===== src/rtl/vblend_pkg.sv =====
package vblend_pkg;

    typedef enum logic [2:0] {
        FLT_NONE = 3'd0,
        FLT_UD   = 3'd1,
        FLT_NM   = 3'd2,
        FLT_SS   = 3'd3,
        FLT_GP   = 3'd4
    } fault_e;

    typedef enum logic [1:0] {
        MODE_REAL = 2'd0,
        MODE_PROT = 2'd1,
        MODE_LONG = 2'd2
    } mode_e;

    localparam logic [1:0] MOD_REGISTER = 2'b11;

endpackage


===== src/rtl/vblend_decode.sv =====
module vblend_decode #(
    parameter logic [23:0] OPCODE = 24'h0F3815
) (
    input  logic        pfx_opsz,
    input  logic        pfx_lock,
    input  logic        pfx_rep,
    input  logic        pfx_repne,
    input  logic [23:0] op_bytes,
    input  logic        ctl_emul,
    input  logic        ctl_task_sw,
    input  logic        ctl_fxsave_os,
    input  logic        feat_blend,
    output logic        ud,
    output logic        nm
);
    logic bad_encoding;
    logic bad_prefix;
    logic bad_enable;

    always_comb begin
        bad_encoding = !pfx_opsz || (op_bytes != OPCODE);
        bad_prefix   = pfx_lock || pfx_rep || pfx_repne;
        bad_enable   = ctl_emul || !ctl_fxsave_os || !feat_blend;
        ud           = bad_encoding || bad_prefix || bad_enable;
        nm           = ctl_task_sw;
    end
endmodule


===== src/rtl/vblend_addrchk.sv =====
module vblend_addrchk
    import vblend_pkg::*;
#(
    parameter int          ADDR_W      = 64,
    parameter int          VA_BITS     = 48,
    parameter int          ALIGN_BYTES = 16,
    parameter logic [16:0] REAL_TOP    = 17'h0FFFF
) (
    input  logic              mem_form,
    input  mode_e             mode,
    input  logic [ADDR_W-1:0] ea,
    input  logic              ea_stack,
    output logic              ss_flt,
    output logic              gp_flt
);
    localparam int ALIGN_LSB = $clog2(ALIGN_BYTES);

    logic              canonical;
    logic              misaligned;
    logic              real_over;
    logic [ADDR_W:0]   last_byte;

    always_comb begin
        canonical  = (&ea[ADDR_W-1:VA_BITS-1]) || !(|ea[ADDR_W-1:VA_BITS-1]);
        misaligned = |ea[ALIGN_LSB-1:0];
        last_byte  = {1'b0, ea} + (ADDR_W+1)'(ALIGN_BYTES - 1);
        real_over  = last_byte > (ADDR_W+1)'(REAL_TOP);
        ss_flt     = mem_form && (mode == MODE_LONG) && !canonical && ea_stack;
        gp_flt     = mem_form && (misaligned
                                  || ((mode == MODE_LONG) && !canonical && !ea_stack)
                                  || ((mode == MODE_REAL) && real_over));
    end
endmodule


===== src/rtl/vblend_lanes.sv =====
module vblend_lanes #(
    parameter int LANE_W = 64,
    parameter int LANES  = 2
) (
    input  logic [LANE_W*LANES-1:0] dst,
    input  logic [LANE_W*LANES-1:0] src,
    input  logic [LANE_W*LANES-1:0] mask,
    output logic [LANE_W*LANES-1:0] res
);
    for (genvar k = 0; k < LANES; k++) begin : g_lane
        localparam int LO = k * LANE_W;
        assign res[LO +: LANE_W] = mask[LO + LANE_W - 1] ? src[LO +: LANE_W]
                                                         : dst[LO +: LANE_W];
    end
endmodule


===== src/rtl/vblend_exec.sv =====
module vblend_exec
    import vblend_pkg::*;
#(
    parameter int LANE_W  = 64,
    parameter int LANES   = 2,
    parameter int ADDR_W  = 64,
    parameter int VA_BITS = 48
) (
    input  logic                    clk,
    input  logic                    rst_n,
    input  logic                    in_valid,
    input  logic                    pfx_opsz,
    input  logic                    pfx_lock,
    input  logic                    pfx_rep,
    input  logic                    pfx_repne,
    input  logic [23:0]             op_bytes,
    input  logic [1:0]              modrm_mod,
    input  logic [2:0]              modrm_reg,
    input  logic [1:0]              cpu_mode,
    input  logic                    ctl_emul,
    input  logic                    ctl_task_sw,
    input  logic                    ctl_fxsave_os,
    input  logic                    feat_blend,
    input  logic [LANE_W*LANES-1:0] dst_in,
    input  logic [LANE_W*LANES-1:0] src_reg,
    input  logic [LANE_W*LANES-1:0] src_mem,
    input  logic [LANE_W*LANES-1:0] mask_reg,
    input  logic [ADDR_W-1:0]       ea,
    input  logic                    ea_stack,
    output logic                    out_valid,
    output logic                    wr_en,
    output logic [2:0]              wr_idx,
    output logic [LANE_W*LANES-1:0] result,
    output logic [2:0]              fault_code
);
    localparam int DATA_W = LANE_W * LANES;

    typedef struct packed {
        logic              valid;
        logic              wr_en;
        logic [2:0]        idx;
        logic [DATA_W-1:0] data;
        fault_e            fault;
    } out_t;

    out_t              st_d, st_q;
    logic              ud, nm, ss_flt, gp_flt;
    logic              mem_form;
    logic [DATA_W-1:0] src_sel;
    logic [DATA_W-1:0] blended;

    assign mem_form = (modrm_mod != MOD_REGISTER);
    assign src_sel  = mem_form ? src_mem : src_reg;

    vblend_decode i_decode (
        .pfx_opsz      (pfx_opsz),
        .pfx_lock      (pfx_lock),
        .pfx_rep       (pfx_rep),
        .pfx_repne     (pfx_repne),
        .op_bytes      (op_bytes),
        .ctl_emul      (ctl_emul),
        .ctl_task_sw   (ctl_task_sw),
        .ctl_fxsave_os (ctl_fxsave_os),
        .feat_blend    (feat_blend),
        .ud            (ud),
        .nm            (nm)
    );

    vblend_addrchk #(
        .ADDR_W  (ADDR_W),
        .VA_BITS (VA_BITS)
    ) i_addrchk (
        .mem_form (mem_form),
        .mode     (mode_e'(cpu_mode)),
        .ea       (ea),
        .ea_stack (ea_stack),
        .ss_flt   (ss_flt),
        .gp_flt   (gp_flt)
    );

    vblend_lanes #(
        .LANE_W (LANE_W),
        .LANES  (LANES)
    ) i_lanes (
        .dst  (dst_in),
        .src  (src_sel),
        .mask (mask_reg),
        .res  (blended)
    );

    always_comb begin
        st_d       = '0;
        st_d.valid = in_valid;
        if (in_valid) begin
            if (ud) begin
                st_d.fault = FLT_UD;
            end else if (nm) begin
                st_d.fault = FLT_NM;
            end else if (ss_flt) begin
                st_d.fault = FLT_SS;
            end else if (gp_flt) begin
                st_d.fault = FLT_GP;
            end else begin
                st_d.wr_en = 1'b1;
                st_d.idx   = modrm_reg;
                st_d.data  = blended;
            end
        end
    end

    always_ff @(posedge clk) begin
        if (!rst_n) begin
            st_q <= '0;
        end else begin
            st_q <= st_d;
        end
    end

    assign out_valid  = st_q.valid;
    assign wr_en      = st_q.wr_en;
    assign wr_idx     = st_q.idx;
    assign result     = st_q.data;
    assign fault_code = st_q.fault;
endmodule


===== config.mk =====
export PLATFORM = sky130hd
export DESIGN_NAME = vblend_exec
export DESIGN_NICKNAME = d
export VERILOG_FILES = /design/src/rtl/vblend_pkg.sv /design/src/rtl/vblend_decode.sv /design/src/rtl/vblend_addrchk.sv /design/src/rtl/vblend_lanes.sv /design/src/rtl/vblend_exec.sv
export SDC_FILE = /design/constraint.sdc
export NUM_CORES = 1
export LEC_CHECK = 0
export ABC_AREA = 1
export BUFFER_PORTS_ARGS = -buffer_cell sky130_fd_sc_hd__buf_2
export CELL_PAD_IN_SITES_DETAIL_PLACEMENT = 0
export CELL_PAD_IN_SITES_GLOBAL_PLACEMENT = 1
export CORE_AREA = 2 2 292 294
export CTS_CLUSTER_DIAMETER = 30
export DETAILED_ROUTE_END_ITERATION = 10
export DIE_AREA = 0 0 294 296
export HOLD_SLACK_MARGIN = 0.1
export PLACE_DENSITY = 0.51
export SYNTH_ARGS = -nofsm -noshare
export SYNTH_HDL_FRONTEND = slang
export SYNTH_SLANG_ARGS = --single-unit

===== constraint.sdc =====
create_clock -name clk -period 7.68 [get_ports clk]
set_input_delay 1.536 -clock clk [delete_from_list [all_inputs] [get_ports clk]]
set_output_delay 1.536 -clock clk [all_outputs]
set_load 0.01 [all_outputs]

=== Word-level counts from Yosys, hierarchy flattened ===
Cells that the tools add are included.

* Reduce and logical (&&, ||, !) cells: 31
* $add $sub $neg: 1
* Bitwise gates (word level): 2
* Equality and inequality tests: 3
* Muxes and demuxes: 8
* Magnitude comparators: 1

{| class="wikitable"
|+ Operators by type and width
! cell !! count
|-
| $mux W132 || 1
|-
| $mux W128 || 1
|-
| $mux W64 || 2
|-
| $add A64 B4 Y65 const B || 1
|-
| $gt A65 B16 Y1 const B || 1
|-
| $ne A24 B20 Y1 const B || 1
|-
| $reduce_and A17 Y1 || 1
|-
| $reduce_or A17 Y1 || 1
|-
| $logic_or A1 B1 Y1 || 10
|-
| $logic_and A1 B1 Y1 || 7
|-
| $logic_not A1 Y1 || 6
|-
| $reduce_or A6 Y1 || 1
|-
| $reduce_or A5 Y1 || 1
|-
| $mux W2 || 2
|-
| $reduce_or A4 Y1 || 1
|-
| $mux W3 || 1
|-
| $reduce_or A3 Y1 || 1
|-
| $eq A2 B2 Y1 const B || 1
|-
| $logic_not A2 Y1 || 1
|-
| $ne A2 B2 Y1 const B || 1
|-
| $not A1 Y1 || 2
|-
| $reduce_and A2 Y1 || 1
|-
| $mux W1 || 1
|}

* Bits of input ports: 619
* Bits in registers: 136
* Output and inout bits: 136
* Logic and storage cells: 53

=== Depth between registers and ports, before layout ===
* Depth in word-level cells: 13
* Gate-level depth with buffers: 22
* Mapped depth without buffers: 20

=== Modules after synthesis ===
From an unflattened synthesis, not the netlist that was laid out.

* Cells, all modules: 1872
* Area total of the unflattened synthesis: 10202.3 um^2

{| class="wikitable"
|+ By module, submodules not included
! module !! cells an instance !! sequential area each (um^2) !! instances !! area an instance (um^2)
|-
| vblend_exec || 854 || 2722.6 || 1 || 5729.2
|-
| vblend_addrchk || 556 || 0.0 || 1 || 2592.5
|-
| vblend_lanes || 412 || 0.0 || 1 || 1689.1
|-
| vblend_decode || 50 || 0.0 || 1 || 191.4
|}

=== Least setup slack after synthesis ===
OpenSTA, ideal clock, no wires.

* Kind: input -> register
* From: in ea[0]
* To: reg st_q, in the netlist result[0]
* Slack: 4036 ps
* Data arrival time: 3583 ps
* Setup time: 62 ps
* Cell stages on the path: 19
* Required time: 7618 ps
* Path buffers: 2
* Cell sequence: inv_1 > ha_1 > nand2_2 > nand2_1 > nor2_1 > nand2_1 > o21ai_1 > nand2_1 > nor2_1 > nand2_1 > nor3_1 > nand3_1 > nand2_1 > nand2_1 > nand2_2 > nand2_4 > buf_8 > buf_8 > nor2_4

* Cells in the longest elaborated chain, start to end: 6
* Elaborated cells on any way between the ends: 8
* Those cells by class: add/sub (1); order compare (1); reduce/logical (6)

{| class="wikitable"
|+ RTL lines
! item !! line !! RTL
|-
| start: declaration || vblend_exec.sv:28 || <nowiki>input logic [ADDR_W-1:0] ea,</nowiki>
|-
| $add A64 B4 Y65 || vblend_addrchk.sv:26 || <nowiki>last_byte = {1'b0, ea} + (ADDR_W+1)'(ALIGN_BYTES - 1);</nowiki>
|-
| $gt A65 B16 Y1 || vblend_addrchk.sv:27 || <nowiki>real_over = last_byte > (ADDR_W+1)'(REAL_TOP);</nowiki>
|-
| $logic_and A1 B1 Y1 || vblend_addrchk.sv:31 || <nowiki>|| ((mode == MODE_REAL) && real_over));</nowiki>
|-
| $logic_or A1 B1 Y1 (*) || vblend_addrchk.sv:31 ||
|-
| $logic_and A1 B1 Y1 (*) || vblend_addrchk.sv:29 || <nowiki>gp_flt = mem_form && (misaligned</nowiki>
|-
| $reduce_or A6 Y1 (no source line) (*) || - ||
|-
| end signal: assignment || vblend_exec.sv:115 || <nowiki>st_q <= st_d;</nowiki>
|-
| end: declaration || vblend_exec.sv:46 || <nowiki>out_t st_d, st_q;</nowiki>
|}

Every way passes the cells marked *; elsewhere a longest branch is shown, timed or not.
A chain may end at the register's enable or synchronous reset.

=== Worst setup path after layout ===
* From: in ea[0]
* To: reg st_q, in the netlist result[12]

The elaborated chain is that of the path after synthesis.

==> qor.yml <==
clock_network:
  tritoncts: "built"
  clock_sinks: 136
  root_buffer: "clkbuf_16"
  path_clk_slew_ns: 0.07
  cts_buffers: 17
  cts_htree_levels: 4
  cts_resized: 0
  cts_setup_buffers: 0
  clockBufferDepth: 2
  hold_buffers: 0
status:
  run_status: "finished clean"
detailed_routing:
  ant_nets: 0
  viasPerCell: 3.61
  drt_iter0_drc: 501
  first_pass_iters: 5
  wl_per_cell_um: 16.8
  wirelength_um: 53400
  vias: 11500
  route.detailed.drc: 0
timing:
  setup-tns-final_ns: 0
  finalCritPeriodShare_pct: 64.5
  holdWs_ns: 1.27
  period_needed_ns: 4.96
  tightest_slew_ns: 0.880
  max_freq_mhz: 202
  final-hold-violation-count: 0
  rsz0062_at_grt: "no"
  finalMaxSlewViolations: 0
  setup_violations: 0
  relSlewSlack_pct: 41.4
die:
  core_area_um2: 84200
  die_h_um: 296
  die_area_um2: 87000
  rows: 107
  die_w_um: 294
  start_util_pct: 11.0
  num_io_pins: 755
power:
  p_int_mw: 1.36
  p_comb_share_pct: 18.9
  total_power_mw: 2.00
  pwr-share-seq_pct: 35.3
  power.density_nw_per_um2: 142
  ir_drop_v: 0.000164
  p_clk_share_pct: 45.8
  cellLeakagePower_nw: 6.78
  p_sw_mw: 0.634
  power_switching_share_pct: 31.7
critical_path:
  critPathCaptureType: "flip-flop"
  worst_path_most_repeated_cell: "nand2_1"
  cp_max_fo: 46
  slowest_delay_ns: 0.68
  critPathLaunchType: "input pin"
  worstSetupPathType: "in -> reg"
  path_delay_family: "simple AND/OR/NAND/NOR gates"
  critPathLaunch: "ea[0]"
  worstPathCellList: "buf_2 -> inv_1 -> ha_1 -> nand2_2 -> nand2_1 -> nor2_1 -> nand2_1 -> nand2_1 -> nand2_1 -> nor2_1 -> nand4_1 -> nand2_1 -> a21oi_1 -> nand3_1 -> nand2_1 -> nand2_1 -> nand2_2 -> nand2_8 -> buf_4 -> nor2_1"
  critPathBufInv: 3
  worstPathArrival_ns: 5.30
  worst-path-stages: 20
  cp_slowest_cell: "buf_4"
  worst_ep_required_time_ns: 8.02
cells_and_area:
  instances_no_fill: 3188
  finalInstanceArea_um2: 14100
  regArea_um2: 2720
  nNetsFinal: 2696
  multi_input_area_um2: 5820
  area_growth_pct: 52.6
  final_cell_mix: "buf_2, nand2_1, nor2_1"
  drive_gt1_share_pct: 37.2
  n_fill_cell: 9942
  layout_commonest_cell: "buf_2"
logic_synthesis:
  postSynthCellCount: 1488
  synth.area.top_cells: "dfxtp_1, nand2_1, nand3_1"
  synth_async_sr_flop_share_pct: 0
  yosysSeqAreaShare_pct: 29.4
  netlist_area_um2: 9250
  synth_top_area_cell: "dfxtp_1"
  yosysTopAreaCellShare_pct: 29.4
  netlist-cell-type-count: 30
  yosysWarnings: 0
  synthFlopType: "dfxtp_1"
  syn_avg_cell_area_um2: 6.21
  synth_nets: 2109
  ys_seq_elements: 136
  synth_edf_count: 0
global_routing:
  grt_pass1_vias: 10900
  grt_max_degree: 118
  grtUsageTotal_pct: 11.6
  antenna_found_initial: 19
  grt_pass1_wl_um: 72700
  overflow: 0
worst_hold_path:
  holdCritPathClass: "in -> reg"
  hold_depth: 3
  hold_start: "modrm_reg[2]"
place:
  numPortBuffers: 628
  hpwl_um: 43500
  gp_congestion: 0.808
  place_inst: 3146
  placed_area_um2: 13500
run:
  maxCapViolations: 0
==> path summary, 6_finish.rpt <==
path,to
max,result[12]$_SDFF_PP0_
min,wr_idx[2]$_SDFF_PP0_
==> Yosys cell counts (3+ instances only) <==
cell	n
nor2_2	17
xnor2_1	3
o21ai_1	3
xor2_1	7
a21oi_1	4
dfxtp_1	136
o21ai_0	137
nor3_1	11
nand3_1	175
nor4_1	4
buf_12	7
buf_1	11
inv_1	83
nand3b_1	19
nand4_1	28
nor2_1	204
nor2_4	75
nand2_2	7
nand2_1	492
clkbuf_1	50
==> registers in the layout, summed over array words and instances, names as in the netlist <==
register,cells
wr_idx,3
result,128
out_valid,1
fault_code,3
wr_en,1
==> per-stage QoR <==
| step | worst slack [ns] | util [%] |
|---|---|---|
| final | 2.72 | 16.8 |
| after detailed placement | 2.23 | 16.0 |
| after global routing | 2.50 | 16.7 |
| after CTS | 2.77 | 16.7 |
| after floorplan | 4.04 | - |
| after global placement | 2.19 | 16.0 |
==> cell type report <==
| type | count | share of cell area (%) |
|---|---|---|
| multi-input cells | 1198 | 41.3 |
| inverters | 84 | 2.25 |
| clock buffers | 18 | 3.11 |
| repair buffers | 638 | 22.9 |
| flip-flops and latches | 136 | 19.3 |
| diodes | 10 | 0.177 |
| well taps | 1090 | 9.67 |
| clock inverters | 14 | 1.26 |
==> per-layer routing <==
layer / global-route usage (%) / part of all wire, %
met5: 0 / 0.18
met4: 3.04 / 1.2
met3: 3.57 / 7.2
met2: 19.5 / 48
met1: 14.3 / 43
==> cell families after synthesis <==
family | after synthesis | share of synthesized area, %
AO/OA/AOI/OAI | 147 | 8.03
adder cells (fa/ha/maj) | 2 | 0.271
buffers and inverters | 154 | 7.73
XOR/XNOR | 10 | 0.947
flip-flops | 136 | 29.4
AND/OR/NAND/NOR | 1039 | 53.6
==> power groups by stage <==
stage          Sequential (mW)  Combinational [mW]  Clock [mW]
6_report                 0.705               0.377       0.915
3_3_place_gp             0.722               0.384           0
2_1_floorplan            0.722               0.175           0
3_5_place_dp             0.722               0.383           0
5_1_grt                  0.705               0.423       0.990
4_1_cts                  0.705               0.386       0.968
==> tightest hold or removal path: stages <==
cell,delay (ns)
buf_2,0.10
inv_1,0.04
nor2_1,0.03
(Power assumes the default switching activity.)
